--- config.mk ---
export PLATFORM = sky130hd
export DESIGN_NAME = pll_feed_regs
export DESIGN_NICKNAME = d
export VERILOG_FILES = /design/src/rtl/pll_feed_regs.sv
export SDC_FILE = /design/constraint.sdc
export NUM_CORES = 1
export LEC_CHECK = 0
export BUFFER_PORTS_ARGS = -buffer_cell sky130_fd_sc_hd__buf_2
export CAP_MARGIN = 10
export CORE_MARGIN = 5
export CORE_UTILIZATION = 56
export CTS_CLUSTER_SIZE = 10
export DETAILED_ROUTE_END_ITERATION = 7
export HOLD_SLACK_MARGIN = 0.15
export MAX_ROUTING_LAYER = met4
export PLACE_DENSITY = 0.86
export SETUP_SLACK_MARGIN = 0.02
export SYNTH_ARGS = -nofsm -noshare
export SYNTH_HDL_FRONTEND = slang
export SYNTH_SLANG_ARGS = --single-unit
--- constraint.sdc ---
create_clock -name clk -period 4.42 [get_ports clk]
set_input_delay 0.663 -clock clk [delete_from_list [all_inputs] [get_ports clk]]
set_output_delay 0.663 -clock clk [all_outputs]
set_load 0.1 [all_outputs]
--- src/rtl/pll_feed_regs.sv ---
module pll_feed_regs #(
  parameter int          ADDR_W      = 3,
  parameter int          MUL_W       = 15,
  parameter int          DIV_W       = 8,
  parameter int          LOCK_CYCLES = 16,
  parameter logic [31:0] FEED_KEY0   = 32'h0000_00AA,
  parameter logic [31:0] FEED_KEY1   = 32'h0000_0055
) (
  input  logic              clk,
  input  logic              rst_n,
  input  logic [ADDR_W-1:0] bus_addr,
  input  logic [31:0]       bus_wdata,
  input  logic              bus_we,
  input  logic              bus_re,
  output logic [31:0]       bus_rdata,
  output logic [MUL_W-1:0]  pll_mul,
  output logic [DIV_W-1:0]  pll_prediv,
  output logic              pll_enable,
  output logic              pll_connect,
  output logic              pll_locked,
  output logic              out_sel_pll,
  output logic [1:0]        clk_src
);
  localparam int DIV_LSB = 16;
  localparam int EN_BIT  = 24;
  localparam int CON_BIT = 25;
  localparam int LK_BIT  = 26;
  localparam int CNT_W   = $clog2(LOCK_CYCLES + 1);
  localparam logic [ADDR_W-1:0] A_CTRL = ADDR_W'(0);
  localparam logic [ADDR_W-1:0] A_CFG  = ADDR_W'(1);
  localparam logic [ADDR_W-1:0] A_FEED = ADDR_W'(2);
  localparam logic [ADDR_W-1:0] A_STAT = ADDR_W'(3);
  localparam logic [ADDR_W-1:0] A_SRC  = ADDR_W'(4);

  logic [MUL_W-1:0] mul_p;
  logic [DIV_W-1:0] div_p;
  logic             en_p, con_p;
  logic             armed;
  logic [1:0]       src_q;
  logic [CNT_W-1:0] cnt;
  logic [31:0]      cfg_word, ctl_word, stat_word;

  wire wr_feed = bus_we && bus_addr == A_FEED;
  wire apply   = wr_feed && armed && bus_wdata == FEED_KEY1;
  wire restart = apply && en_p &&
                 (!pll_enable || mul_p != pll_mul || div_p != pll_prediv);
  wire drop    = apply && !en_p;

  always_ff @(posedge clk) begin
    if (!rst_n) begin
      mul_p <= '0;
      div_p <= '0;
      en_p  <= 1'b0;
      con_p <= 1'b0;
      src_q <= 2'b00;
    end else if (bus_we) begin
      if (bus_addr == A_CFG) begin
        mul_p <= bus_wdata[MUL_W-1:0];
        div_p <= bus_wdata[DIV_LSB +: DIV_W];
      end
      if (bus_addr == A_CTRL) begin
        en_p  <= bus_wdata[0];
        con_p <= bus_wdata[1];
      end
      if (bus_addr == A_SRC) src_q <= bus_wdata[1:0];
    end
  end

  always_ff @(posedge clk) begin
    if (!rst_n)      armed <= 1'b0;
    else if (bus_we) armed <= wr_feed && bus_wdata == FEED_KEY0;
  end

  always_ff @(posedge clk) begin
    if (!rst_n) begin
      pll_mul     <= '0;
      pll_prediv  <= '0;
      pll_enable  <= 1'b0;
      pll_connect <= 1'b0;
    end else if (apply) begin
      pll_mul     <= mul_p;
      pll_prediv  <= div_p;
      pll_enable  <= en_p;
      pll_connect <= con_p;
    end
  end

  always_ff @(posedge clk) begin
    if (!rst_n || restart || drop || !pll_enable) begin
      cnt        <= '0;
      pll_locked <= 1'b0;
    end else if (!pll_locked) begin
      if (cnt == CNT_W'(LOCK_CYCLES - 1)) pll_locked <= 1'b1;
      else                                cnt        <= cnt + 1'b1;
    end
  end

  assign out_sel_pll = pll_enable && pll_connect && pll_locked;
  assign clk_src     = (src_q == 2'b11) ? 2'b00 : src_q;

  always_comb begin
    cfg_word = '0;
    cfg_word[MUL_W-1:0]        = mul_p;
    cfg_word[DIV_LSB +: DIV_W] = div_p;
    ctl_word = {30'd0, con_p, en_p};
    stat_word = '0;
    stat_word[MUL_W-1:0]        = pll_mul;
    stat_word[DIV_LSB +: DIV_W] = pll_prediv;
    stat_word[EN_BIT]           = pll_enable;
    stat_word[CON_BIT]          = pll_connect;
    stat_word[LK_BIT]           = pll_locked;
  end

  always_comb begin
    bus_rdata = '0;
    if (bus_re) begin
      case (bus_addr)
        A_CTRL:  bus_rdata = ctl_word;
        A_CFG:   bus_rdata = cfg_word;
        A_STAT:  bus_rdata = stat_word;
        A_SRC:   bus_rdata = {30'd0, src_q};
        default: bus_rdata = '0;
      endcase
    end
  end
endmodule

==> out/metrics.csv <==
metric,value,unit
ys_seq_elements,59,
post-route-period-util,0.6898,
vias,3024,
skew,0.002961,ns
grtUsageMet3,0.04848,
clock_latency,0.34,ns
diodes,0,
yosysSeqAreaShare,0.3593,
cts_hold_buf,0,
required,3.76,ns
yosysMostFrequentCell,nand2_1,
dpl.hpwl,6.233,mm
maxSlewViolCount,0,
die_w,86.61,um
cap_violations,0,
rsz0062_at_grt,no,
synthTopCellsByCount,"nand2_1, dfxtp_1, mux2i_1",
detail-route-antenna-nets,0,
grt_pass1_wl,13.68,mm
die_height,86.61,um
core,5816,sq um
drt-initial-drc-count,229,
clk_pin_slew,0.06,ns
status,"complete, no violations",
crit_path_end_kind,output port,
path_class,input pin to output port,
worst_hold_slack,0.4894,ns
ys_warn_count,0,
crit_arrival,2.39,ns
setup_slack,1.371,ns
slew_headroom,0.4415,
layout_min_cycle_time,3.049,ns
final_core_util,0.6639,
use_met1,0.2965,
gp_congestion,0.8523,
cts_resized,0,
worstHoldPathType,flip-flop to flip-flop,
avgSynthCellArea,8.364,sq um
multi_input_area,1954,sq um
pre_cts_slack,1.387,ns
antenna_found_initial,0,
setup_viol,0,
fmax,0.3280,GHz
met2_usage,0.3901,
drive_above_1_share,0.2427,
grt_max_degree,81,
synthToLayoutAreaGrowth,17.47,%
ioPinCount,100,
powerDensity,271.9,nW/um^2
htreeDepth,3,
peakVddDrop,0.0001385,V
wl_per_cell,15.30,um
nNetsFinal,516,
via_per_inst,5.468,
cts_root_buf,clkbuf_8,
drc_errors,0,
port_buffers,93,
grt_overflow,0,
finalHoldViolCount,0,
cts_tree,built,
synth_cells,393,
cp-start-kind,input pin,
first_global_vias,2904,
cts_buffer_depth,2,
yosys.area.top_type,dfxtp_1,
cts_buffers,9,
nFillCells,493,
postCtsSetupBuffers,0,
seq_area,1181,sq um
cts_sinks,59,
dpl_cell_area,3714,sq um
power_leakage,0.001750,uW
synth_top_area_frac,0.3593,
worstPathMaxFanout,31,
dieArea,7501,sq um
globalRoute.busiestLayer,met2,
synth_cell_types,41,
syn-cell-area,3287,sq um
final_cell_area,3861,sq um
firstDrtPassIters,4,
synthArstFlopShare,0,
synth.top_cells.by_area,"dfxtp_1, mux2i_1, nand2_1",
finalWirelength,8.463,mm
initial_utilization,0.5652,
totalNegativeSetupSlack,0,ns
synth_ff_type,dfxtp_1,
grtUsageTotal,0.2394,
rows,28,
tightest_slew,0.8378,ns
synth_edf_count,0,
## layout by cell type, fill, tap and decap left out, drive strengths merged, types with 6 or more instances in the layout
cell type  instances
nor2              23
dfxtp             59
xor2              25
nand2            108
buf               95
nor4              14
conb               6
mux2i             50
clkbuf            10
a21boi            25
nand3             10
## worst paths after layout
check	start	to	slack (ns)	depth (start not counted)
worst max-delay path	bus_addr[1]	bus_rdata[0]	1.37	6
worst min register to register	con_p	pll_connect	0.49	2
worst min-delay path	con_p	pll_connect	0.49	2
worst max register to register	cnt[0]	cnt[1]	2.42	7
## layout make-up
type	count	share of cell area
flip-flops and latches	59	0.3059
well taps	75	0.02430
clock buffers	10	0.03305
repair buffers	95	0.1244
multi-input cells	309	0.5062
inverters	1	0.0009721
clock inverters	4	0.005185
## cell families (layout without fill, tap and decap cells)
| kind of cell | count (synthesis) | count (layout) | synth area share |
|---|---|---|---|
| AO/OA/AOI/OAI | 42 | 42 | 0.09174 |
| XOR/XNOR | 25 | 25 | 0.06662 |
| adder cells (fa/ha/maj) | 2 | 2 | 0.007612 |
| buffers and inverters | 30 | 110 | 0.05177 |
| flip-flops | 59 | 59 | 0.3593 |
| multiplexers | 51 | 51 | 0.1557 |
| other | 1 | 6 | 0.001141 |
| AND/OR/NAND/NOR | 183 | 183 | 0.2661 |
## power breakdown
| part | switching (uW) | internal (uW) |
|---|---|---|
| clock network | 200 | 193 |
| logic | 79.5 | 34.0 |
| registers | 6.36 | 537 |
| total | 286 | 764 |
## critical path, cell delays in order
cell and delay, ns:
buf_2 0.35, nor3b_1 0.58, nand2_1 0.14, o21ai_0 0.09, and2_1 0.13, buf_2 0.41
## metal layers
metal,part of all wire,vias up
li1,-,1485
met1,0.44,1416
met2,0.49,109
met3,0.058,14
met4,0.013,0
met5,0,-
## registers in the layout, summed over array words and instances, names as in the netlist
name and cells:
cnt 5, pll_enable 1, mul_p 15, div_p 8, pll_mul 15, en_p 1, src_q 2, con_p 1
pll_prediv 8, pll_connect 1, pll_locked 1, armed 1
## through the flow
| stage | power (uW) | cells |
|---|---|---|
| floorplan | 636.2 | 398 |
| global placement | 665.5 | 539 |
| detailed placement | 667.2 | 539 |
| CTS | 1050 | 553 |
| global route | 1091 | 553 |
| finish | 1050 | 553 |
No activity file was read; power rests on OpenSTA's default activity.
